File: config.mk
export PLATFORM = sky130hd
export DESIGN_NAME = bldc_gate_sequencer
export DESIGN_NICKNAME = d
export VERILOG_FILES = /design/src/rtl/bldc_gate_pkg.sv /design/src/rtl/hall_step_decoder.sv /design/src/rtl/pwm_carrier.sv /design/src/rtl/phase_deadband.sv /design/src/rtl/bldc_gate_sequencer.sv
export SDC_FILE = /design/constraint.sdc
export NUM_CORES = 1
export LEC_CHECK = 0
export BUFFER_PORTS_ARGS = -buffer_cell sky130_fd_sc_hd__buf_2
export CORE_MARGIN = 2
export CORE_UTILIZATION = 55
export CTS_CLUSTER_SIZE = 28
export DETAILED_ROUTE_END_ITERATION = 6
export GPL_ROUTABILITY_DRIVEN = 0
export PLACE_DENSITY = 0.74
export SYNTH_ARGS = -nofsm -noshare
export SYNTH_HDL_FRONTEND = slang
export SYNTH_SLANG_ARGS = --single-unit
File: constraint.sdc
create_clock -name clk -period 2.8 [get_ports clk]
set_clock_uncertainty 0.05 [all_clocks]
set_input_delay 0.56 -clock clk [delete_from_list [all_inputs] [get_ports clk]]
set_output_delay 0.56 -clock clk [all_outputs]
set_load 0.02 [all_outputs]
File: src/rtl/bldc_gate_pkg.sv
package bldc_gate_pkg;

    typedef enum logic [2:0] {
        ST_IDLE,
        ST_RUN,
        ST_BRAKE,
        ST_FAULT,
        ST_REVERSE
    } ctrl_state_e;

    typedef enum logic [1:0] {
        PH_OFF,
        PH_HI,
        PH_LO
    } phase_state_e;

    // step (1..6) -> {high-side phase index, low-side phase index}
    function automatic logic [3:0] step_pair(input logic [2:0] step);
        logic [3:0] pair;
        case (step)
            3'd1:    pair = {2'd1, 2'd0};
            3'd2:    pair = {2'd2, 2'd0};
            3'd3:    pair = {2'd2, 2'd1};
            3'd4:    pair = {2'd0, 2'd1};
            3'd5:    pair = {2'd0, 2'd2};
            3'd6:    pair = {2'd1, 2'd2};
            default: pair = 4'd0;
        endcase
        return pair;
    endfunction

endpackage

File: src/rtl/hall_step_decoder.sv
module hall_step_decoder #(
    parameter logic [17:0] STEP_CODES = {3'b001, 3'b011, 3'b010, 3'b110, 3'b100, 3'b101}
) (
    input  logic [2:0] hall_i,
    output logic [2:0] step_o
);
    // step k (1..6) matches STEP_CODES[3(k-1) +: 3]; no match gives 0
    always_comb begin
        step_o = 3'd0;
        for (int k = 0; k < 6; k++) begin
            if (hall_i == STEP_CODES[3*k +: 3]) step_o = 3'(k + 1);
        end
    end
endmodule

File: src/rtl/pwm_carrier.sv
module pwm_carrier #(
    parameter int PERIOD_CYC = 3906,
    localparam int CW = (PERIOD_CYC > 1) ? $clog2(PERIOD_CYC) : 1,
    localparam int DW = $clog2(PERIOD_CYC + 1)
) (
    input  logic          clk,
    input  logic          rst_n,
    input  logic [DW-1:0] duty_i,
    input  logic          ilim_i,
    input  logic          braking_i,
    output logic          pwm_on_o
);
    logic [CW-1:0] count_q;
    logic          clip_q;
    logic          wrap;

    assign wrap = (count_q == CW'(PERIOD_CYC - 1));

    always_ff @(posedge clk or negedge rst_n) begin
        if (!rst_n) begin
            count_q <= '0;
            clip_q  <= 1'b0;
        end else begin
            count_q <= wrap ? '0 : count_q + 1'b1;
            if (wrap)
                clip_q <= 1'b0;
            else if (ilim_i && !braking_i)
                clip_q <= 1'b1;
        end
    end

    assign pwm_on_o = (DW'(count_q) < duty_i) && !clip_q;
endmodule

File: src/rtl/phase_deadband.sv
module phase_deadband
    import bldc_gate_pkg::*;
#(
    parameter int DEAD_CYC = 500,
    localparam int AW = $clog2(DEAD_CYC + 1)
) (
    input  logic clk,
    input  logic rst_n,
    input  logic hi_req_i,
    input  logic lo_req_i,
    output logic hi_o,
    output logic lo_o
);
    phase_state_e state_q, state_d;
    logic [AW-1:0] age_q, age_d;

    always_ff @(posedge clk or negedge rst_n) begin
        if (!rst_n) begin
            state_q <= PH_OFF;
            age_q   <= '0;
        end else begin
            state_q <= state_d;
            age_q   <= age_d;
        end
    end

    always_comb begin
        state_d = state_q;
        age_d   = age_q;
        unique case (state_q)
            PH_OFF: begin
                if (age_q == AW'(DEAD_CYC)) begin
                    if (hi_req_i)      state_d = PH_HI;
                    else if (lo_req_i) state_d = PH_LO;
                end else begin
                    age_d = age_q + 1'b1;
                end
            end
            PH_HI: if (!hi_req_i) begin
                state_d = PH_OFF;
                age_d   = '0;
            end
            PH_LO: if (!lo_req_i) begin
                state_d = PH_OFF;
                age_d   = '0;
            end
            default: begin
                state_d = PH_OFF;
                age_d   = '0;
            end
        endcase
    end

    assign hi_o = (state_q == PH_HI);
    assign lo_o = (state_q == PH_LO);
endmodule

File: src/rtl/bldc_gate_sequencer.sv
module bldc_gate_sequencer
    import bldc_gate_pkg::*;
#(
    parameter int          PERIOD_CYC = 3906,
    parameter int          DEAD_CYC   = 500,
    parameter logic [17:0] STEP_CODES = {3'b001, 3'b011, 3'b010, 3'b110, 3'b100, 3'b101},
    localparam int         DUTY_W     = $clog2(PERIOD_CYC + 1),
    localparam int         GW         = $clog2(DEAD_CYC + 1)
) (
    input  logic              clk,
    input  logic              rst_n,
    input  logic [2:0]        hall_i,
    input  logic              dir_rev_i,
    input  logic              stop_i,
    input  logic              brake_i,
    input  logic [DUTY_W-1:0] duty_i,
    input  logic              ilim_i,
    output logic [2:0]        gate_hi_o,
    output logic [2:0]        gate_lo_o
);
    ctrl_state_e st_q, st_d;
    logic [GW-1:0] gap_q, gap_d;
    logic          dir_q;
    logic [2:0]    step;
    logic          pwm_on;
    logic [2:0]    hi_req, lo_req;
    logic [1:0]    hi_ph, lo_ph;

    hall_step_decoder #(.STEP_CODES(STEP_CODES)) u_dec (
        .hall_i (hall_i),
        .step_o (step)
    );

    pwm_carrier #(.PERIOD_CYC(PERIOD_CYC)) u_pwm (
        .clk       (clk),
        .rst_n     (rst_n),
        .duty_i    (duty_i),
        .ilim_i    (ilim_i),
        .braking_i (st_q == ST_BRAKE),
        .pwm_on_o  (pwm_on)
    );

    // state register
    always_ff @(posedge clk or negedge rst_n) begin
        if (!rst_n) begin
            st_q  <= ST_IDLE;
            gap_q <= '0;
            dir_q <= 1'b0;
        end else begin
            st_q  <= st_d;
            gap_q <= gap_d;
            dir_q <= dir_rev_i;
        end
    end

    // next-state logic, priority: stop, brake, invalid Hall, direction flip
    always_comb begin
        st_d  = ST_RUN;
        gap_d = '0;
        if (stop_i)
            st_d = ST_IDLE;
        else if (brake_i)
            st_d = ST_BRAKE;
        else if (step == 3'd0)
            st_d = ST_FAULT;
        else if (st_q == ST_RUN && dir_rev_i != dir_q)
            st_d = ST_REVERSE;
        else if (st_q == ST_REVERSE && gap_q != GW'(DEAD_CYC - 1)) begin
            st_d  = ST_REVERSE;
            gap_d = gap_q + 1'b1;
        end
    end

    // output requests per state
    always_comb begin
        hi_req = '0;
        lo_req = '0;
        {hi_ph, lo_ph} = step_pair(step);
        if (dir_rev_i) {hi_ph, lo_ph} = {lo_ph, hi_ph};
        unique case (st_q)
            ST_RUN: if (step != 3'd0) begin
                hi_req[hi_ph] = 1'b1;
                lo_req[lo_ph] = pwm_on;
                hi_req[lo_ph] = !pwm_on;
            end
            ST_BRAKE: lo_req = 3'b111;
            ST_IDLE, ST_FAULT, ST_REVERSE: ;
            default: ;
        endcase
    end

    for (genvar p = 0; p < 3; p++) begin : g_phase
        phase_deadband #(.DEAD_CYC(DEAD_CYC)) u_db (
            .clk      (clk),
            .rst_n    (rst_n),
            .hi_req_i (hi_req[p]),
            .lo_req_i (lo_req[p]),
            .hi_o     (gate_hi_o[p]),
            .lo_o     (gate_lo_o[p])
        );
    end
endmodule

### Word level (Yosys, flattened, before mapping)

Index checks and enable logic that the tools add are counted.

* register bits after elaboration: 59
* bits of input ports: 21
* output and inout port bits: 6
* logic and storage cells: 146

* add/subtract/negate cells: 5
* $lt $le $gt $ge: 5
* equality and inequality tests: 42
* multiplexer cells: 61
* bitwise logic cells: 1
* reductions and logical operators: 21

Operator list (count)
* $mux 9: 14
* $pmux 9 s3: 3
* $mux 2: 19
* $add 9x1->9 const B: 4
* $mux 3: 11
* $eq 9x9->1 const B: 3
* $pmux 4 s6: 1
* $eq 3x3->1 const B: 7
* $ne 2x2->1 const B: 9
* $pmux 2 s3: 3
* $eq 3x2->1 const B: 5
* $add 12x1->12 const B: 1
* $eq 12x12->1 const B: 1
* $lt 12x12->1: 1
* $mux 12: 1
* $reduce_and 4->1: 3
* $eq 3x1->1 const B: 3
* $ne 3x3->1 const B: 3
* $ne 9x9->1 const B: 1
* $reduce_and 3->1: 3
* $eq 2x1->1 const B: 3
* $eq 2x2->1 const B: 3
* $logic_and 1x1->1: 6
* $logic_not 2->1: 3
* 13 further kinds: 24

### Depth between registers and ports, before layout

* depth in word-level cells: 21
* depth in mapped cells: 10
* depth with buffers taken out: 10

### Hierarchy

A second synthesis with hierarchy kept.

* cell total of the unflattened synthesis: 420
* area total of the unflattened synthesis: 3848.7 µm²

Modules (own cells, without submodules)
* phase_deadband: times used 3, cells each 74, area an instance 684.4 µm², seq. area each 275.3 µm²
* pwm_carrier: times used 1, cells each 93, area an instance 889.6 µm², seq. area each 325.3 µm²
* bldc_gate_sequencer: times used 1, cells each 98, area an instance 864.6 µm², seq. area each 325.3 µm²
* hall_step_decoder: times used 1, cells each 7, area an instance 41.3 µm², seq. area each 0.0 µm²

### Least setup slack after synthesis

OpenSTA, ideal clock, no wires.

* kind: in2reg
* start point: input port duty_i[9]
* end point: register g_phase[2].u_db.age_q[3]
* library setup time: 119 ps
* data arrival time: 2512 ps
* data required time: 2631 ps
* path slack: 119 ps
* stages: 10
* buffers on the path: 0
* path through: inv_1 ha_1 a211oi_1 o21ai_1 or4_1 a21oi_1 o21ai_1 nand4_1 xnor2_1 and2_1

* cells in the longest elaborated chain, start to end: 8

RTL lines
* start, declared: RTL line bldc_gate_sequencer.sv:16 `input logic [DUTY_W-1:0] duty_i,`
* $lt 12x12->1 (*): RTL line pwm_carrier.sv:32 `assign pwm_on_o = (DW'(count_q) < duty_i) && !clip_q;`
* $logic_and 1x1->1 (*): RTL line pwm_carrier.sv:32
* $logic_not 1->1: RTL line bldc_gate_sequencer.sv:84 `hi_req[lo_ph] = !pwm_on;`
* $bwmux 3: RTL line bldc_gate_sequencer.sv:84
* $mux 3: RTL line bldc_gate_sequencer.sv:81 `ST_RUN: if (step != 3'd0) begin`
* $mux 3: RTL line bldc_gate_sequencer.sv:80 `unique case (st_q)`
* $ne 2x2->1 (no line)
* $reduce_and 3->1 (no line) (*)
* end signal, assigned: RTL line phase_deadband.sv:23 `age_q <= age_d;`
* end, declared: RTL line phase_deadband.sv:15 `logic [AW-1:0] age_q, age_d;`

Mark *: on every way between the ends. The rest lies on a longest branch, timed or not.
A chain may end at the register's enable or synchronous reset.

### Worst setup path in the final report

* start point: register u_pwm.count_q[9]
* end point: register g_phase[2].u_db.age_q[3]

* cells in the longest elaborated chain, start to end: 8

RTL lines
* start, declared: RTL line pwm_carrier.sv:13 `logic [CW-1:0] count_q;`
* start signal, assigned: RTL line pwm_carrier.sv:24 `count_q <= wrap ? '0 : count_q + 1'b1;`
* $lt 12x12->1 (*): RTL line pwm_carrier.sv:32
* $logic_and 1x1->1 (*): RTL line pwm_carrier.sv:32
* $logic_not 1->1: RTL line bldc_gate_sequencer.sv:84
* $bwmux 3: RTL line bldc_gate_sequencer.sv:84
* $mux 3: RTL line bldc_gate_sequencer.sv:81
* $mux 3: RTL line bldc_gate_sequencer.sv:80
* $ne 2x2->1 (no line)
* $reduce_and 3->1 (no line) (*)

Marked as above.

==> insert_results.sql <==
INSERT INTO impl_metrics (metric_group, metric, value, unit) VALUES
('route', 'vias', '2961', ''),
('route', 'postRouteWirelength', '6970', 'µm'),
('global_routing', 'grt_usage', '21.4', '%'),
('pwr', 'sw_frac_of_total', '30.6', '%'),
('pwr', 'share_seq_of_total_power', '49.9', '%'),
('route', 'drt_first_iter_violations', '168', ''),
('synthesis', 'synthFlopType', 'sky130_fd_sc_hd__dfrtp_1', ''),
('place', 'place.port_buffers', '26', ''),
('setup_path', 'end_kind', 'register', ''),
('setup_path', 'timing.critical_path.fanout_max', '6', ''),
('sta', 'rsz0062_at_grt', 'no', ''),
('synthesis', 'synthCells', '406', ''),
('global_routing', 'largest_net_degree_at_the_start_of_global_routing', '36', ''),
('setup_path', 'timing.critical_path.from_type', 'register', ''),
('cts', 'tritoncts', 'built', ''),
('synthesis', 'ys_types', '57', ''),
('sta', 'timing.setup.tns', '0', 'ps'),
('cells_and_area', 'net_total_in_the_final_layout', '483', ''),
('synthesis', 'synth_enable_flop_cells', '0', ''),
('synthesis', 'synth_top_cells_by_area', 'sky130_fd_sc_hd__dfrtp_1, sky130_fd_sc_hd__ha_1, sky130_fd_sc_hd__nor2_1, sky130_fd_sc_hd__o21ai_0, sky130_fd_sc_hd__xor2_1', ''),
('sta', 'timing.final.crit_period', '2580', 'ps'),
('synthesis', 'postSynthRegisterBits', '59', ''),
('global_routing', 'grt_remaining_overflow', '0', ''),
('outcome', 'status', 'finished clean', ''),
('synthesis', 'synth.largest_area_cell', 'sky130_fd_sc_hd__dfrtp_1', ''),
('global_routing', 'grt_pass1_vias', '2784', ''),
('die', 'ios', '27', ''),
('cts', 'clkLatencyLatePin', '340', 'ps'),
('cts', 'cts.sinks', '59', ''),
('cells_and_area', 'postLayoutCoreUtil', '64.0', '%'),
('die', 'design.core.area', '6310', 'µm²'),
('setup_path', 'cp.arrival', '2760', 'ps'),
('sta', 'hold_viol', '0', ''),
('synthesis', 'yosys_warnings', '0', ''),
('pwr', 'vdd_ir_drop_max', '0.595', 'mV'),
('job', 'max_cap_violations', '0', ''),
('pwr', 'internal-power', '1.68', 'mW'),
('sta', 'worst_slew_pin_slew', '598', 'ps'),
('die', 'full_die_area', '7150', 'µm²'),
('cells_and_area', 'areaGrowthSynthToFinish', '13.1', '%'),
('sta', 'final.period_utilization', '92.2', '%'),
('pwr', 'comb_power_share', '18.7', '%'),
('place', 'dp_hpwl', '5180', 'µm'),
('cells_and_area', 'antenna-diode-count', '0', ''),
('route', 'antenna_violating_nets_post_route', '0', ''),
('route', 'drt_pass1_iterations', '4', ''),
('synthesis', 'synth_area_per_cell', '8.80', 'µm²'),
('setup_path', 'timing.critical_path.required', '2970', 'ps'),
('sta', 'count_of_final_max_slew_check_failures', '0', ''),
('die', 'placement_rows', '29', ''),
('cts', 'ctsHtreeMaxLevel', '3', ''),
('pwr', 'pwr-share-clk', '31.5', '%'),
('die', 'dieWidth', '84.6', 'µm'),
('global_routing', 'grt_first_pass_wirelength', '12300', 'µm'),
('die', 'chipHeight', '84.6', 'µm'),
('setup_path', 'timing_worst_setup_path_type', 'register to register', ''),
('die', 'start_util', '56.6', '%'),
('synthesis', 'mappedNetlistArea', '3570', 'µm²'),
('route', 'viasPerCell', '5.65', ''),
('pwr', 'switchingPower', '0.738', 'mW'),
('synthesis', 'asyncSetResetFlopFracSynth', '100', '%'),
('cts', 'maximum_number_of_buffers_from_clock_root_to_sink', '2', ''),
('synthesis', 'sequential_area_share_after_synthesis', '41.3', '%'),
('synthesis', 'synth.top_cell.area_share', '41.3', '%'),
('synthesis', 'synth_commonest_cells', 'sky130_fd_sc_hd__dfrtp_1, sky130_fd_sc_hd__nor2_1, sky130_fd_sc_hd__inv_1, sky130_fd_sc_hd__o21ai_0, sky130_fd_sc_hd__nand2_1', ''),
('cts', 'post_cts_hold_buffer_count', '0', ''),
('cts', 'post_cts_buffers', '0', ''),
('sta', 'worst_slew_margin_rel', '60.0', '%'),
('route', 'drc', '0', ''),
('pwr', 'power.density', '598', 'nW/µm²'),
('pwr', 'p_leak', '1.84', 'nW'),
('sta', 'achievable-frequency', '387', 'MHz'),
('synthesis', 'synth.net_count', '447', ''),
('sta', 'number_of_failing_setup_endpoints_in_the_final_timing_report', '0', ''),
('cells_and_area', 'share_of_post_route_cells_with_drive_strength_above_1', '16.3', '%'),
('global_routing', 'antenna_found_initial', '0', ''),
('route', 'detail_route.wl_per_cell', '13.3', 'µm'),
('cts', 'cts_inserted_buffers', '9', ''),
('hold_path', 'min_path_type', 'input pin to async pin', ''),
('cts', 'clk_transition_reported_paths', '70', 'ps'),
('cts', 'root_buffer', 'sky130_fd_sc_hd__clkbuf_8', '');
flip-flops by register name, indices dropped and copies added, names as in the netlist:
signal                flops
g_phase.u_db.age_q       27
u_pwm.count_q            12
gap_q                     9
g_phase.u_db.state_q      6
st_q                      3
dir_q                     1
u_pwm.clip_q              1
timing repair:
| action | CTS | global route |
|---|---|---|
| setup endpoints to repair | 0 | 11 |
| gates resized for setup | 0 | 2 |
| endpoints found under the hold margin | 0 | 0 |
worst max-delay path, stage by stage (launching register included):
cell	delay [ps]
sky130_fd_sc_hd__dfrtp_1	430
sky130_fd_sc_hd__ha_1	300
sky130_fd_sc_hd__a211oi_1	260
sky130_fd_sc_hd__o21ai_2	160
sky130_fd_sc_hd__or4_1	480
sky130_fd_sc_hd__a21oi_1	180
sky130_fd_sc_hd__o21ai_1	200
sky130_fd_sc_hd__nand4_1	180
sky130_fd_sc_hd__xnor2_1	70
sky130_fd_sc_hd__and2_1	150
metrics by stage:
stage          instance area (µm²)  std cells  power (mW)  hold WS (ps)  setup slack, ps
2_1_floorplan                 3570        406        1.52           214              119
5_1_grt                       4040        524        2.58           210             13.2
3_3_place_gp                  3830        508        1.64           424            -36.8
6_report                      4040        524        2.42           167              218
3_5_place_dp                  3830        508        1.66           433            -79.1
4_1_cts                       4030        524        2.44           168              158
kinds of logic (layout without fill, tap and decap cells):
kind of cell    count (synthesis)  count (layout)  share of synthesized area (%)
compound gates                 82              82                           14.3
xor+xnor                       28              28                           6.87
fa+ha+maj                      20              20                           7.01
buf+inv                        45              86                           5.40
flops                          59              59                           41.3
mux                             1               1                          0.315
simple gates                  171             171                           24.7
routing by layer:
metal  track usage, %  vias up  share of wire (%)
li1                 -     1490                  -
met1             27.0     1411                 46
met2             34.6       50                 48
met3             6.88       10                4.1
met4             7.79        0                1.6
met5                0        -                  0
cells in the final DEF, fill, tap and decap left out, types with 2 or more instances in the layout:
| cell | instances |
|---|---|
| sky130_fd_sc_hd__nand4_1 | 10 |
| sky130_fd_sc_hd__clkinv_2 | 3 |
| sky130_fd_sc_hd__xnor2_1 | 13 |
| sky130_fd_sc_hd__and2_1 | 3 |
| sky130_fd_sc_hd__a311oi_1 | 2 |
| sky130_fd_sc_hd__or3_1 | 6 |
| sky130_fd_sc_hd__nor2_1 | 59 |
| sky130_fd_sc_hd__nor2b_1 | 3 |
| sky130_fd_sc_hd__a21o_1 | 3 |
| sky130_fd_sc_hd__a211oi_1 | 4 |
| sky130_fd_sc_hd__a21oi_1 | 21 |
| sky130_fd_sc_hd__inv_1 | 30 |
| sky130_fd_sc_hd__buf_4 | 13 |
| sky130_fd_sc_hd__clkbuf_8 | 10 |
| sky130_fd_sc_hd__xor2_1 | 15 |
| sky130_fd_sc_hd__nand3b_1 | 2 |
| sky130_fd_sc_hd__o21ai_0 | 30 |
| sky130_fd_sc_hd__and3_1 | 9 |
| sky130_fd_sc_hd__dfrtp_1 | 59 |
| sky130_fd_sc_hd__buf_2 | 26 |
| sky130_fd_sc_hd__nand4b_1 | 2 |
| sky130_fd_sc_hd__or4b_2 | 2 |
| sky130_fd_sc_hd__ha_1 | 20 |
| sky130_fd_sc_hd__a31o_2 | 2 |
| sky130_fd_sc_hd__nand2_1 | 25 |
| sky130_fd_sc_hd__a31oi_1 | 4 |
| sky130_fd_sc_hd__a32o_1 | 2 |
| sky130_fd_sc_hd__and4_1 | 2 |
| sky130_fd_sc_hd__nor3_1 | 8 |
| sky130_fd_sc_hd__nand3_1 | 19 |
| sky130_fd_sc_hd__or4_1 | 2 |
| sky130_fd_sc_hd__nand2b_1 | 5 |
| sky130_fd_sc_hd__or2_2 | 3 |
power by group through the flow:
stage          logic [mW]  registers (mW)  clock network [mW]
3_3_place_gp        0.432            1.21                   0
3_5_place_dp        0.452            1.21                   0
5_1_grt             0.525            1.24               0.822
6_report            0.451            1.20               0.761
4_1_cts             0.453            1.20               0.787
2_1_floorplan       0.353            1.17                   0
layout make-up:
cell class / count / area [µm²]
fillers: 544 / 2270
multi-input cells: 302 / 1910
flip-flops and latches: 59 / 1480
repair buffers: 40 / 248
clock buffers: 11 / 141
inverters: 30 / 113
well taps: 77 / 96.3
clock inverters: 5 / 52.6
path summary, 6_finish.rpt:
path                                                            from                                    to  slack, ps  cells past startpoint
worst min-delay path                                           rst_n           u_pwm.count_q[11]$_DFF_PN0_        170                      1
worst min register to register  g_phase[1].u_db.age_q[8]$_DFFE_PN0P_  g_phase[1].u_db.age_q[8]$_DFFE_PN0P_        450                      1
worst max-delay path                      u_pwm.count_q[9]$_DFF_PN0_  g_phase[2].u_db.age_q[3]$_DFFE_PN0P_        220                      9
worst max register to register            u_pwm.count_q[9]$_DFF_PN0_  g_phase[2].u_db.age_q[3]$_DFFE_PN0P_        220                      9
max in group asynchronous                                      rst_n                     st_q[2]$_DFF_PN0_       1950                      2
min in group clk                                              stop_i                     st_q[1]$_DFF_PN0_        340                      2
Power figures use the tool's default switching activity.
